--- src/rtl/cla_pkg.sv ---
package cla_pkg;
  localparam int unsigned DefGrpW  = 4;
  localparam int unsigned DefNumGrp = 4;
endpackage

--- src/rtl/cla_lookahead.sv ---
module cla_lookahead #(
  parameter int unsigned N = 4
) (
  input  logic [N-1:0] g_i,
  input  logic [N-1:0] p_i,
  input  logic         c_i,
  output logic [N-1:0] c_o,
  output logic         g_o,
  output logic         p_o
);
  // expanded sum-of-products, no internal ripple
  always_comb begin
    for (int k = 0; k < N; k++) begin
      logic cy;
      logic term;
      cy = 1'b0;
      for (int j = 0; j <= k; j++) begin
        term = g_i[j];
        for (int m = j + 1; m <= k; m++) term = term & p_i[m];
        cy = cy | term;
      end
      term = c_i;
      for (int m = 0; m <= k; m++) term = term & p_i[m];
      c_o[k] = cy | term;
    end
  end

  always_comb begin
    logic acc;
    logic term;
    acc = 1'b0;
    for (int j = 0; j < N; j++) begin
      term = g_i[j];
      for (int m = j + 1; m < N; m++) term = term & p_i[m];
      acc = acc | term;
    end
    g_o = acc;
    p_o = &p_i;
  end

  always_comb begin

    grp_prop_chk: assert (!p_o || (c_o[N-1] == c_i));

    grp_gen_chk: assert (!g_o || c_o[N-1]);
  end
endmodule

--- src/rtl/cla_unit16.sv ---
module cla_unit16
  import cla_pkg::*;
#(
  parameter int unsigned GRP_W   = DefGrpW,
  parameter int unsigned NUM_GRP = DefNumGrp
) (
  input  logic [GRP_W*NUM_GRP-1:0] gen_i,
  input  logic [GRP_W*NUM_GRP-1:0] prop_i,
  input  logic                     cin_i,
  output logic [GRP_W*NUM_GRP-1:0] carry_o,
  output logic                     blk_gen_o,
  output logic                     blk_prop_o
);
  localparam int unsigned W = GRP_W * NUM_GRP;

  logic [NUM_GRP-1:0] grp_g, grp_p, grp_cin, top_c;
  logic [GRP_W-1:0]   grp_c [NUM_GRP];

  // second level: group carries straight from cin_i
  cla_lookahead #(.N(NUM_GRP)) i_top (
    .g_i(grp_g), .p_i(grp_p), .c_i(cin_i),
    .c_o(top_c), .g_o(blk_gen_o), .p_o(blk_prop_o)
  );

  for (genvar gi = 0; gi < NUM_GRP; gi++) begin : g_grp
    if (gi == 0) begin : g_first
      assign grp_cin[gi] = cin_i;
    end else begin : g_rest
      assign grp_cin[gi] = top_c[gi-1];
    end

    cla_lookahead #(.N(GRP_W)) i_grp (
      .g_i(gen_i[gi*GRP_W +: GRP_W]), .p_i(prop_i[gi*GRP_W +: GRP_W]),
      .c_i(grp_cin[gi]),
      .c_o(grp_c[gi]), .g_o(grp_g[gi]), .p_o(grp_p[gi])
    );

    if (GRP_W > 1) begin : g_inner
      assign carry_o[gi*GRP_W +: GRP_W-1] = grp_c[gi][GRP_W-2:0];
    end
    assign carry_o[gi*GRP_W+GRP_W-1] = top_c[gi];

    always_comb begin

      boundary_match_chk: assert (grp_c[gi][GRP_W-1] == top_c[gi]);
    end
  end

  always_comb begin

    blk_gen_chk: assert (!blk_gen_o || carry_o[W-1]);

    blk_prop_chk: assert (blk_prop_o == (&prop_i));

    all_prop_chk: assert (!(&prop_i) || (carry_o == {W{cin_i}}));
  end
endmodule

--- config.mk ---
export PLATFORM = sky130hd
export DESIGN_NAME = cla_unit16
export DESIGN_NICKNAME = d
export VERILOG_FILES = /design/src/rtl/cla_pkg.sv /design/src/rtl/cla_lookahead.sv /design/src/rtl/cla_unit16.sv
export SDC_FILE = /design/constraint.sdc
export NUM_CORES = 1
export LEC_CHECK = 0
export BUFFER_PORTS_ARGS = -buffer_cell sky130_fd_sc_hd__buf_2
export CAP_MARGIN = 20
export CELL_PAD_IN_SITES_DETAIL_PLACEMENT = 1
export CELL_PAD_IN_SITES_GLOBAL_PLACEMENT = 1
export CORE_ASPECT_RATIO = 0.9
export CORE_MARGIN = 3
export CORE_UTILIZATION = 15
export DETAILED_ROUTE_END_ITERATION = 8
export GPL_ROUTABILITY_DRIVEN = 0
export MAX_ROUTING_LAYER = met4
export PLACE_DENSITY = 0.79
export SYNTH_ARGS = -nofsm -noshare
export SYNTH_HDL_FRONTEND = slang
export SYNTH_HIERARCHICAL = 1
export SYNTH_SLANG_ARGS = --single-unit
export TNS_END_PERCENT = 5
--- constraint.sdc ---
create_clock -name vclk -period 2.2
set_input_delay 0.33 -clock vclk [all_inputs]
set_output_delay 0.33 -clock vclk [all_outputs]
set_load 0.005 [all_outputs]
==> results of run 1 <==
## routing by layer
metal | track usage | vias up
met2 | 0.312 | 36
met5 | - | -
met3 | 0.00635 | 0
met1 | 0.133 | 275
met4 | 0 | 0
li1 | - | 312
## power breakdown
part / internal, mW / leakage, nW / switching (mW)
sequential: 0 / 0 / 0
clock: 0 / 0 / 0
combinational: 0.0872 / 0.416 / 0.0654
## placed cells by master, fill, tap and decap left out
cell,n
nand2_1,5
and4_4,1
buf_8,1
a21oi_4,2
and4_1,4
a21oi_2,6
o21ai_1,5
o21ai_2,1
buf_4,16
buf_6,4
buf_2,47
inv_2,5
a21o_1,10
a21oi_1,7
## through the flow
step,hold WS (ns),cells,util
after floorplan,0.721,46,-
after global placement,0.914,127,0.356
after detailed placement,0.920,127,0.356
after CTS,0.924,136,0.399
after global routing,0.945,138,0.442
final,0.922,138,0.442
## final cells by class
| type | instances | share of cell area |
|---|---|---|
| inverters | 5 | 0.0248 |
| multi-input cells | 41 | 0.388 |
| repair buffers | 68 | 0.548 |
| well taps | 24 | 0.0396 |
## worst min-delay path: stages
cell	delay, ns
buf_2	0.09
a21o_1	0.07
buf_2	0.10
## what timing repair did
item                       CTS  global route
pin swaps                    7            14
buffers inserted             9             2
hold endpoints to repair     0             0
cloned                       0             0
setup endpoints to repair    2             5
gates resized for setup      2            13
## worst paths after layout
kind | start | endpoint | cells past startpoint
worst max-delay path | gen_i[2] | carry_o[14] | 12
worst min-delay path | gen_i[14] | carry_o[14] | 3
==> impl_results.html, run 1 <==
<table>
<tr><th>Metric</th><th>Value</th></tr>
<tr><th colspan="2">Detailed routing</th></tr>
<tr><td>Topmost layer with routed signal wires</td><td>met3</td></tr>
<tr><td>TritonRoute pass-1 iters</td><td>2</td></tr>
<tr><td>Detail Route met2 WL</td><td>955 um</td></tr>
<tr><td>DR WL met3</td><td>170 um</td></tr>
<tr><td>Initial detailed-routing violation count</td><td>2</td></tr>
<tr><td>Final ANT Viol Nets</td><td>0</td></tr>
<tr><td>Per-cell via count in the routed design</td><td>4.51</td></tr>
<tr><td>Total wirelength of the detailed-routed design</td><td>1.76 mm</td></tr>
<tr><td>Post-DR wirelength/cell</td><td>12.8 um</td></tr>
<tr><td>Detailed-route via count</td><td>623</td></tr>
<tr><td>DRC violation count after routing</td><td>0</td></tr>
<tr><td>M1 wire length</td><td>639 um</td></tr>
<tr><th colspan="2">Setup path</th></tr>
<tr><td>Cell family with the largest share of critical-path delay</td><td>compound AO/OA/AOI/OAI gates</td></tr>
<tr><td>CP max stage cell</td><td>a21oi_2</td></tr>
<tr><td>Library cell appearing most often on the critical path</td><td>a21o_1</td></tr>
<tr><td>CP Capture Type</td><td>primary output</td></tr>
<tr><td>Critical Path Source Type</td><td>primary input</td></tr>
<tr><td>Critical path cell sequence</td><td>buf_6, a21oi_4, o21ai_2, a21o_1, a21oi_2, inv_2, a21o_1, a21o_1, a21oi_2, inv_2, a21o_1, buf_2</td></tr>
<tr><td>Critical path class</td><td>primary input to primary output</td></tr>
<tr><td>Required time at the worst-slack endpoint</td><td>1.87 ns</td></tr>
<tr><td>Bufs and invs on worst path</td><td>4</td></tr>
<tr><td>Max stage delay on crit path</td><td>0.19 ns</td></tr>
<tr><td>Crit path max fanout</td><td>2</td></tr>
<tr><td>Arrival time of data at the critical path endpoint</td><td>1.89 ns</td></tr>
<tr><th colspan="2">Layout</th></tr>
<tr><td>Num sequential</td><td>0</td></tr>
<tr><td>Share of cells above drive strength 1</td><td>0.728</td></tr>
<tr><td>Final Cell Area</td><td>758 sq um</td></tr>
<tr><td>Diodes inserted</td><td>0</td></tr>
<tr><td>Area growth from synthesis to layout</td><td>171%</td></tr>
<tr><td>Clock buffer count in the final layout</td><td>0</td></tr>
<tr><td>Net count of the finished layout</td><td>149</td></tr>
<tr><td>Fillers</td><td>247</td></tr>
<tr><td>Footprint of the multi-input gates</td><td>294 sq um</td></tr>
<tr><td>Sequential standard cell area</td><td>0 sq um</td></tr>
<tr><th colspan="2">Place</th></tr>
<tr><td>Count of buffers inserted at the top-level ports</td><td>51</td></tr>
<tr><td>HPWL after detailed placement</td><td>1.34 mm</td></tr>
<tr><td>Instance area at placement</td><td>611 sq um</td></tr>
<tr><td>Worst-case setup slack after placement</td><td>-0.0435 ns</td></tr>
<tr><th colspan="2">Timing</th></tr>
<tr><td>Maximum achievable frequency</td><td>0.451 GHz</td></tr>
<tr><td>Unrepaired setup endpoints after global routing</td><td>true</td></tr>
<tr><td>Tcrit/Tclk final</td><td>1.01</td></tr>
<tr><td>Final slew viol count</td><td>0</td></tr>
<tr><td>Setup-failing EPs final</td><td>1</td></tr>
<tr><td>Final-layout setup total negative slack</td><td>-0.0163 ns</td></tr>
<tr><td>Hold Vio Cnt, Final</td><td>0</td></tr>
<tr><td>Worst slew margin relative to its limit</td><td>0.828</td></tr>
<tr><td>Final critical path time including I/O delays and setup</td><td>2.22 ns</td></tr>
<tr><td>Setup slack of the critical path after layout</td><td>-0.0163 ns</td></tr>
<tr><td>Worst-Margin Slew</td><td>0.257 ns</td></tr>
<tr><th colspan="2">Yosys</th></tr>
<tr><td>Post-synthesis net count</td><td>79</td></tr>
<tr><td>Warning count from the yosys run</td><td>6</td></tr>
<tr><td>Cell area after synthesis</td><td>280 sq um</td></tr>
<tr><td>Synthesized instance count</td><td>46</td></tr>
<tr><td>Synth Area per Inst</td><td>6.09 sq um</td></tr>
<tr><th colspan="2">Pwr</th></tr>
<tr><td>Peak VDD IR</td><td>72.1 uV</td></tr>
<tr><td>Leakage power total</td><td>0.416 nW</td></tr>
<tr><td>Power after layout</td><td>0.153 mW</td></tr>
<tr><td>Power per unit of standard cell area</td><td>201 nW/um^2</td></tr>
<tr><th colspan="2">Global routing</th></tr>
<tr><td>Global-route usage over all layers</td><td>0.137</td></tr>
<tr><td>Number of antenna violations at the first check in global routing</td><td>0</td></tr>
<tr><td>First-pass GRT wire length</td><td>2.55 mm</td></tr>
<tr><td>Via count of the first global-routing pass</td><td>672</td></tr>
<tr><td>Final global-route overflow total</td><td>0</td></tr>
<tr><td>Largest net degree at the start of global routing</td><td>4</td></tr>
<tr><th colspan="2">Clock network</th></tr>
<tr><td>Hold-fix buffer count after cts</td><td>0</td></tr>
<tr><th colspan="2">Floorplanning</th></tr>
<tr><td>Std-Cell Core Area</td><td>1720 sq um</td></tr>
<tr><td>Total die area</td><td>2420 sq um</td></tr>
<tr><td>Number of top-level pins</td><td>51</td></tr>
<tr><td>Die width</td><td>51.6 um</td></tr>
<tr><td>Initial core utilization</td><td>0.163</td></tr>
<tr><td>Num rows</td><td>14</td></tr>
<tr><td>Floorplan die height</td><td>47.0 um</td></tr>
<tr><th colspan="2">Status</th></tr>
<tr><td>Outcome</td><td>finished, violations left</td></tr>
<tr><td>Failing checks</td><td>setup timing</td></tr>
<tr><th colspan="2">Job</th></tr>
<tr><td>Max-Cap Viols</td><td>0</td></tr>
<tr><th colspan="2">Min path</th></tr>
<tr><td>Min-Delay Path Class</td><td>primary input to primary output</td></tr>
</table>
Power figures use the tool's default switching activity.
==> inputs of run 2 (changes only) <==
BUFFER_PORTS_ARGS = -buffer_cell sky130_fd_sc_hd__clkbuf_2   (was -buffer_cell sky130_fd_sc_hd__buf_2)
CORE_UTILIZATION = 18   (was 15)
PLACE_DENSITY = 0.84   (was 0.79)
SYNTH_HIERARCHICAL = unset   (was 1)
==> impl_results.html, run 2 <==
<table>
<tr><th>Metric</th><th>Value</th></tr>
<tr><th colspan="2">Floorplanning</th></tr>
<tr><td>Initial core utilization</td><td>0.198 (+0.0351)</td></tr>
<tr><td>Die width</td><td>52.1 um (+1.0%)</td></tr>
<tr><td>Std-Cell Core Area</td><td>1730 sq um (+1.0%)</td></tr>
<tr><td>Num rows</td><td>14 (unchanged)</td></tr>
<tr><td>Floorplan die height</td><td>47.5 um (+1.0%)</td></tr>
<tr><td>Number of top-level pins</td><td>51 (unchanged)</td></tr>
<tr><td>Total die area</td><td>2470 sq um (+2.0%)</td></tr>
<tr><th colspan="2">Timing</th></tr>
<tr><td>Setup-failing EPs final</td><td>0 (-1)</td></tr>
<tr><td>Worst-Margin Slew</td><td>0.363 ns (+0.106 ns)</td></tr>
<tr><td>Maximum achievable frequency</td><td>0.562 GHz (+25%)</td></tr>
<tr><td>Final-layout setup total negative slack</td><td>0 ns (+0.0163 ns)</td></tr>
<tr><td>Hold Vio Cnt, Final</td><td>0 (unchanged)</td></tr>
<tr><td>Worst slew margin relative to its limit</td><td>0.757 (-0.0711)</td></tr>
<tr><td>Setup slack of the critical path after layout</td><td>0.420 ns (+0.437 ns)</td></tr>
<tr><td>Unrepaired setup endpoints after global routing</td><td>false</td></tr>
<tr><td>Worst hold slack across all endpoints</td><td>0.922 ns (+0.000222 ns)</td></tr>
<tr><td>Tcrit/Tclk final</td><td>0.809 (-0.199)</td></tr>
<tr><td>Final critical path time including I/O delays and setup</td><td>1.78 ns (-0.437 ns)</td></tr>
<tr><td>Final slew viol count</td><td>0 (unchanged)</td></tr>
<tr><th colspan="2">Global routing</th></tr>
<tr><td>Met2 layer usage reported by global route</td><td>0.253 (-0.0590)</td></tr>
<tr><td>Global route hottest layer</td><td>met2</td></tr>
<tr><td>GRT met1 Usage</td><td>0.126 (-0.00703)</td></tr>
<tr><td>Largest net degree at the start of global routing</td><td>5 (+1)</td></tr>
<tr><td>Met3 track demand over resource</td><td>0.00623 (-0.000119)</td></tr>
<tr><td>Final global-route overflow total</td><td>0 (unchanged)</td></tr>
<tr><td>Global-route usage over all layers</td><td>0.118 (-0.0188)</td></tr>
<tr><td>Via count of the first global-routing pass</td><td>546 (-19%)</td></tr>
<tr><td>First-pass GRT wire length</td><td>2.24 mm (-12%)</td></tr>
<tr><td>Number of antenna violations at the first check in global routing</td><td>0 (unchanged)</td></tr>
<tr><th colspan="2">Layout</th></tr>
<tr><td>Net count of the finished layout</td><td>137 (-8.1%)</td></tr>
<tr><td>Share of cells above drive strength 1</td><td>0.627 (-0.101)</td></tr>
<tr><td>Clock buffer count in the final layout</td><td>0 (unchanged)</td></tr>
<tr><td>Footprint of the multi-input gates</td><td>307 sq um (+4.3%)</td></tr>
<tr><td>Fillers</td><td>250 (+1.2%)</td></tr>
<tr><td>Leading cell type in the layout, fill and taps excluded</td><td>clkbuf_2</td></tr>
<tr><td>Sequential standard cell area</td><td>0 sq um (unchanged)</td></tr>
<tr><td>Diodes inserted</td><td>0 (unchanged)</td></tr>
<tr><td>Num sequential</td><td>0 (unchanged)</td></tr>
<tr><td>Core Util, Final</td><td>0.350 (-0.0918)</td></tr>
<tr><td>Leading cell types in the layout, fill and taps excluded</td><td>clkbuf_2 (51), a21oi_1 (9), a21o_1 (8), nand2_1 (8), o21ai_0 (5)</td></tr>
<tr><td>Area growth from synthesis to layout</td><td>76.4%</td></tr>
<tr><th colspan="2">Setup path</th></tr>
<tr><td>Required time at the worst-slack endpoint</td><td>1.87 ns (about the same)</td></tr>
<tr><td>Critical path class</td><td>primary input to primary output</td></tr>
<tr><td>Critical Path Source Type</td><td>primary input</td></tr>
<tr><td>CP Capture Type</td><td>primary output</td></tr>
<tr><td>CP max stage cell</td><td>a21oi_1</td></tr>
<tr><td>Launching element of the worst setup path</td><td>prop_i[9]</td></tr>
<tr><td>Max stage delay on crit path</td><td>0.23 ns (+0.04 ns)</td></tr>
<tr><td>Crit path max fanout</td><td>4 (+2)</td></tr>
<tr><td>Critical path cell sequence</td><td>clkbuf_2, a21oi_1, o21ai_1, a21oi_1, o21a_2, inv_2, a31o_1, clkbuf_2</td></tr>
<tr><td>Arrival time of data at the critical path endpoint</td><td>1.45 ns (-0.44 ns)</td></tr>
<tr><th colspan="2">Status</th></tr>
<tr><td>Outcome</td><td>completed</td></tr>
<tr><th colspan="2">Min path</th></tr>
<tr><td>Min-Delay Path Class</td><td>primary input to primary output</td></tr>
<tr><td>Hold Path Stages</td><td>3 (unchanged)</td></tr>
<tr><td>Startpoint of the most critical hold path</td><td>gen_i[2]</td></tr>
<tr><td>Terminating pin of the worst hold path</td><td>carry_o[2]</td></tr>
<tr><th colspan="2">Yosys</th></tr>
<tr><td>Warning count from the yosys run</td><td>0 (-6)</td></tr>
<tr><td>Synth Area per Inst</td><td>6.37 sq um (+4.6%)</td></tr>
<tr><td>Most used standard cell by instance count after synthesis</td><td>a21oi_1</td></tr>
<tr><td>Post-synthesis net count</td><td>87 (+10%)</td></tr>
<tr><td>Count of unique library cells instantiated by Yosys</td><td>21</td></tr>
<tr><td>Cell area after synthesis</td><td>344 sq um (+23%)</td></tr>
<tr><td>Top cells by count, synth</td><td>a21oi_1 (9), a21o_1 (8), nand2_1 (8)</td></tr>
<tr><td>Share of Yosys cell area claimed by the top area cell type</td><td>0.175</td></tr>
<tr><td>Synthesized instance count</td><td>54 (+17%)</td></tr>
<tr><td>Portion of the post-synthesis area used by sequential elements</td><td>0</td></tr>
<tr><td>Yosys top cell by area</td><td>a21o_1</td></tr>
<tr><td>Top cells by area in the synthesized netlist</td><td>a21o_1 (17%), a21oi_1 (13%), nand2_1 (8.7%)</td></tr>
<tr><th colspan="2">Pwr</th></tr>
<tr><td>Peak VDD IR</td><td>55.1 uV (-24%)</td></tr>
<tr><td>Leakage power total</td><td>0.344 nW (-17%)</td></tr>
<tr><td>Power after layout</td><td>0.118 mW (-23%)</td></tr>
<tr><td>Power per unit of standard cell area</td><td>194 nW/um^2 (-3.6%)</td></tr>
<tr><th colspan="2">Clock network</th></tr>
<tr><td># Post-CTS Setup Buffers</td><td>0 (-9)</td></tr>
<tr><td>Quantity of gates resized following cts</td><td>0 (-2)</td></tr>
<tr><td>Hold-fix buffer count after cts</td><td>0 (unchanged)</td></tr>
<tr><th colspan="2">Place</th></tr>
<tr><td>Count of buffers inserted at the top-level ports</td><td>51 (unchanged)</td></tr>
<tr><td>Worst-case setup slack after placement</td><td>0.422 ns (+0.466 ns)</td></tr>
<tr><td>HPWL after detailed placement</td><td>1.42 mm (+6.2%)</td></tr>
<tr><th colspan="2">Detailed routing</th></tr>
<tr><td>Per-cell via count in the routed design</td><td>4.64 (+2.8%)</td></tr>
<tr><td>DRC violation count after routing</td><td>0 (unchanged)</td></tr>
<tr><td>Initial detailed-routing violation count</td><td>1 (-1)</td></tr>
<tr><td>Post-DR wirelength/cell</td><td>11.7 um (-8.2%)</td></tr>
<tr><td>Total wirelength of the detailed-routed design</td><td>1.48 mm (-16%)</td></tr>
<tr><td>Detailed-route via count</td><td>585 (-6.1%)</td></tr>
<tr><td>TritonRoute pass-1 iters</td><td>4 (+2)</td></tr>
<tr><td>Final ANT Viol Nets</td><td>0 (unchanged)</td></tr>
<tr><th colspan="2">Job</th></tr>
<tr><td>Max-Cap Viols</td><td>0 (unchanged)</td></tr>
</table>
-- run 2: report_power, final --
group | total, mW | leakage (nW) | internal (mW) | switching, mW
Sequential | 0 | 0 | 0 | 0
Clock | 0 | 0 | 0 | 0
Combinational | 0.118 | 0.344 | 0.0599 | 0.0579
Total | 0.118 | 0.344 | 0.0599 | 0.0579
-- run 2: kinds of logic after synthesis --
family | share of synthesized area
AOI/OAI and AO/OA | 0.695
and+or+nand+nor | 0.196
buffers and inverters | 0.109
-- run 2: per-stage QoR --
stage          std cells  area (sq um)
2_1_floorplan         54           344
3_3_place_gp         126           607
3_5_place_dp         126           607
4_1_cts              126           607
5_1_grt              126           607
6_report             126           607
-- run 2: worst max path at each step --
| stage | endpoint | slack, ns |
|---|---|---|
| 2_1_floorplan | carry_o[8] | 0.72 |
| 3_3_place_gp | carry_o[8] | 0.43 |
| 3_5_place_dp | carry_o[13] | 0.42 |
| 4_1_cts | carry_o[8] | 0.42 |
| 5_1_grt | carry_o[13] | 0.31 |
| 6_report | carry_o[13] | 0.42 |
-- run 2: cell type report --
cell class                      count  area share
Timing Repair Buffer               51       0.421
Tap cell                           24      0.0495
Inverter                            4      0.0247
Multi-Input combinational cell     47       0.505
-- run 2: per-layer routing --
layer	vias up	wire [um]
met3	0	134
li1	292	-
met5	-	0
met1	265	540
met4	0	0
met2	28	805
-- run 2: critical path, delay by kind of cell --
kind | cells | cell delay, ns
buffers and inverters | 3 | 0.25
AO/OA/AOI/OAI | 5 | 0.86
==> inputs of run 3 (changes only) <==
CORE_UTILIZATION = 16   (was 18)
PLACE_DENSITY = 0.79   (was 0.84)
clock period = 1.6 ns   (was 2.2 ns; I/O delays follow)
==> impl_results.html, run 3 (synthesis gave the netlist of run 2 again) <==
<table>
<tr><th>Metric</th><th>Value</th></tr>
<tr><th colspan="2">Status</th></tr>
<tr><td>Outcome</td><td>completed</td></tr>
<tr><th colspan="2">Layout</th></tr>
<tr><td>Final cell count without fillers</td><td>133 (+5.6%)</td></tr>
<tr><td>Share of cells above drive strength 1</td><td>0.694 (+0.0670)</td></tr>
<tr><td>Clock buffer count in the final layout</td><td>0 (unchanged)</td></tr>
<tr><td>Leading cell type in the layout, fill and taps excluded</td><td>clkbuf_2</td></tr>
<tr><td>Final Cell Area</td><td>684 sq um (+13%)</td></tr>
<tr><td>Leading cell types in the layout, fill and taps excluded</td><td>clkbuf_2 (49), a21o_1 (8), nand2_1 (8), a21oi_1 (6), buf_4 (6)</td></tr>
<tr><td>Sequential standard cell area</td><td>0 sq um (unchanged)</td></tr>
<tr><td>Num sequential</td><td>0 (unchanged)</td></tr>
<tr><td>Diodes inserted</td><td>0 (unchanged)</td></tr>
<tr><td>Area growth from synthesis to layout</td><td>98.9%</td></tr>
<tr><td>Fillers</td><td>273 (+9.2%)</td></tr>
<tr><td>Net count of the finished layout</td><td>143 (+4.4%)</td></tr>
<tr><th colspan="2">Global routing</th></tr>
<tr><td>First-pass GRT wire length</td><td>2.59 mm (+15%)</td></tr>
<tr><td>Number of antenna violations at the first check in global routing</td><td>0 (unchanged)</td></tr>
<tr><td>Final global-route overflow total</td><td>0 (unchanged)</td></tr>
<tr><td>Via count of the first global-routing pass</td><td>660 (+21%)</td></tr>
<tr><td>Global-route usage over all layers</td><td>0.123 (+0.00547)</td></tr>
<tr><td>Largest net degree at the start of global routing</td><td>5 (unchanged)</td></tr>
<tr><th colspan="2">Timing</th></tr>
<tr><td>Unrepaired setup endpoints after global routing</td><td>true</td></tr>
<tr><td>Tcrit/Tclk final</td><td>0.971</td></tr>
<tr><td>Worst hold slack across all endpoints</td><td>0.750 ns (-0.172 ns)</td></tr>
<tr><td>Worst-Margin Slew</td><td>0.188 ns (-0.174 ns)</td></tr>
<tr><td>Setup slack of the critical path after layout</td><td>0.0457 ns (-0.375 ns)</td></tr>
<tr><td>Setup-failing EPs final</td><td>0 (unchanged)</td></tr>
<tr><td>Hold Vio Cnt, Final</td><td>0 (unchanged)</td></tr>
<tr><td>Final-layout setup total negative slack</td><td>0 ns (unchanged)</td></tr>
<tr><td>Maximum achievable frequency</td><td>0.643 GHz</td></tr>
<tr><td>Final critical path time including I/O delays and setup</td><td>1.55 ns</td></tr>
<tr><td>Final slew viol count</td><td>0 (unchanged)</td></tr>
<tr><td>Worst slew margin relative to its limit</td><td>0.873 (+0.117)</td></tr>
<tr><th colspan="2">Pwr</th></tr>
<tr><td>Sequential Power Share</td><td>0 (unchanged)</td></tr>
<tr><td>Cell-internal power</td><td>0.0982 mW (+64%)</td></tr>
<tr><td>Comb pwr share</td><td>1.000 (about the same)</td></tr>
<tr><td>Leakage power total</td><td>0.377 nW (+9.5%)</td></tr>
<tr><td>Clock group share of total power</td><td>0 (unchanged)</td></tr>
<tr><td>Net load switching power</td><td>0.0899 mW (+55%)</td></tr>
<tr><td>Sw Share</td><td>0.478 (-0.0133)</td></tr>
<tr><td>Peak VDD IR</td><td>94.6 uV (+72%)</td></tr>
<tr><td>Power per unit of standard cell area</td><td>275 nW/um^2 (+42%)</td></tr>
<tr><th colspan="2">Job</th></tr>
<tr><td>Max-Cap Viols</td><td>0 (unchanged)</td></tr>
<tr><th colspan="2">Floorplanning</th></tr>
<tr><td>Floorplan die height</td><td>50.0 um (+5.3%)</td></tr>
<tr><td>Num rows</td><td>15 (+1)</td></tr>
<tr><td>Die width</td><td>54.9 um (+5.4%)</td></tr>
<tr><td>Std-Cell Core Area</td><td>1970 sq um (+14%)</td></tr>
<tr><td>Number of top-level pins</td><td>51 (unchanged)</td></tr>
<tr><td>Total die area</td><td>2740 sq um (+11%)</td></tr>
<tr><td>Initial core utilization</td><td>0.175 (-0.0238)</td></tr>
<tr><th colspan="2">Detailed routing</th></tr>
<tr><td>Initial detailed-routing violation count</td><td>5 (+4)</td></tr>
<tr><td>Total wirelength of the detailed-routed design</td><td>1.64 mm (+11%)</td></tr>
<tr><td>DRC violation count after routing</td><td>0 (unchanged)</td></tr>
<tr><td>Final ANT Viol Nets</td><td>0 (unchanged)</td></tr>
<tr><td>Post-DR wirelength/cell</td><td>12.4 um (+5.3%)</td></tr>
<tr><td>TritonRoute pass-1 iters</td><td>3 (-1)</td></tr>
<tr><td>Detailed-route via count</td><td>618 (+5.6%)</td></tr>
<tr><td>Per-cell via count in the routed design</td><td>4.65 (about the same)</td></tr>
<tr><th colspan="2">Place</th></tr>
<tr><td>Worst-case setup slack after placement</td><td>-0.0172 ns (-0.439 ns)</td></tr>
<tr><td>HPWL after detailed placement</td><td>1.54 mm (+8.0%)</td></tr>
<tr><td>Count of buffers inserted at the top-level ports</td><td>51 (unchanged)</td></tr>
<tr><td>Post-placement cell count</td><td>129 (+2.4%)</td></tr>
<tr><td>Instance area at placement</td><td>623 sq um (+2.7%)</td></tr>
<tr><th colspan="2">Setup path</th></tr>
<tr><td>Max stage delay on crit path</td><td>0.21 ns (-0.02 ns)</td></tr>
<tr><td>CP max stage cell</td><td>a31oi_4</td></tr>
<tr><td>Arrival time of data at the critical path endpoint</td><td>1.31 ns (-0.14 ns)</td></tr>
<tr><td>Required time at the worst-slack endpoint</td><td>1.36 ns (-0.51 ns)</td></tr>
<tr><td>CP Capture Type</td><td>primary output</td></tr>
<tr><td>Critical path cell sequence</td><td>clkbuf_2, and3_4, a31oi_4, inv_2, a21oi_4, inv_2, a21o_1, buf_2</td></tr>
<tr><td>Bufs and invs on worst path</td><td>4 (+1)</td></tr>
<tr><td>Critical path class</td><td>primary input to primary output</td></tr>
<tr><td>Critical Path Source Type</td><td>primary input</td></tr>
<tr><td>Library cell appearing most often on the critical path</td><td>inv_2</td></tr>
<tr><td>Cell family with the largest share of critical-path delay</td><td>compound AO/OA/AOI/OAI gates</td></tr>
<tr><td>Crit path max fanout</td><td>3 (-1)</td></tr>
<tr><th colspan="2">Clock network</th></tr>
<tr><td>Hold-fix buffer count after cts</td><td>0 (unchanged)</td></tr>
<tr><th colspan="2">Min path</th></tr>
<tr><td>Min-Delay Path Class</td><td>primary input to primary output</td></tr>
</table>
==> run 3: changes by cell type in the layout (fill, tap and decap cells not counted), moves of 2 or more <==
| cell | previous run | this run |
|---|---|---|
| buf_4 | 0 | 6 |
| a21oi_2 | 1 | 3 |
| a21oi_1 | 9 | 6 |
| clkbuf_2 | 51 | 49 |
==> run 3: power groups by stage <==
stage | clock (mW) | sequential, mW | combinational (mW)
detailed placement | 0 | 0 | 0.171
CTS | 0 | 0 | 0.173
floorplan | 0 | 0 | 0.0791
global placement | 0 | 0 | 0.163
global route | 0 | 0 | 0.211
finish | 0 | 0 | 0.188
==> run 3: layout make-up <==
cell class | count | area (sq um) | area share
Multi-Input combinational cell | 47 | 332 | 0.484
Timing Repair Buffer | 57 | 307 | 0.448
Inverter | 4 | 15.0 | 0.0219
Tap cell | 25 | 31.3 | 0.0457
==> run 3: layer usage <==
metal / vias to the layer above / share of wire / track usage
li1: 309 / - / -
met1: 278 / 0.33 / 0.113
met2: 29 / 0.59 / 0.264
met3: 2 / 0.062 / 0.00604
met4: 0 / 0.013 / 0.0124
met5: - / 0 / -
==> run 3: final timing paths <==
| check | startpoint | to | slack (ns) | depth (start not counted) |
|---|---|---|---|---|
| worst max-delay path | prop_i[3] | carry_o[8] | 0.05 | 8 |
| worst min-delay path | gen_i[6] | carry_o[6] | 0.75 | 3 |
==> run 3: timing repair <==
action / CTS / global route
gates resized for setup: 2 / 9
endpoints found under the setup margin: 1 / 5
pin swaps: 0 / 4
setup buffers: 0 / 4
==> run 3: through the flow <==
stage | util | power (mW)
2_1_floorplan | - | 0.0791
5_1_grt | 0.347 | 0.211
3_3_place_gp | 0.316 | 0.163
6_report | 0.347 | 0.188
4_1_cts | 0.320 | 0.173
3_5_place_dp | 0.316 | 0.171
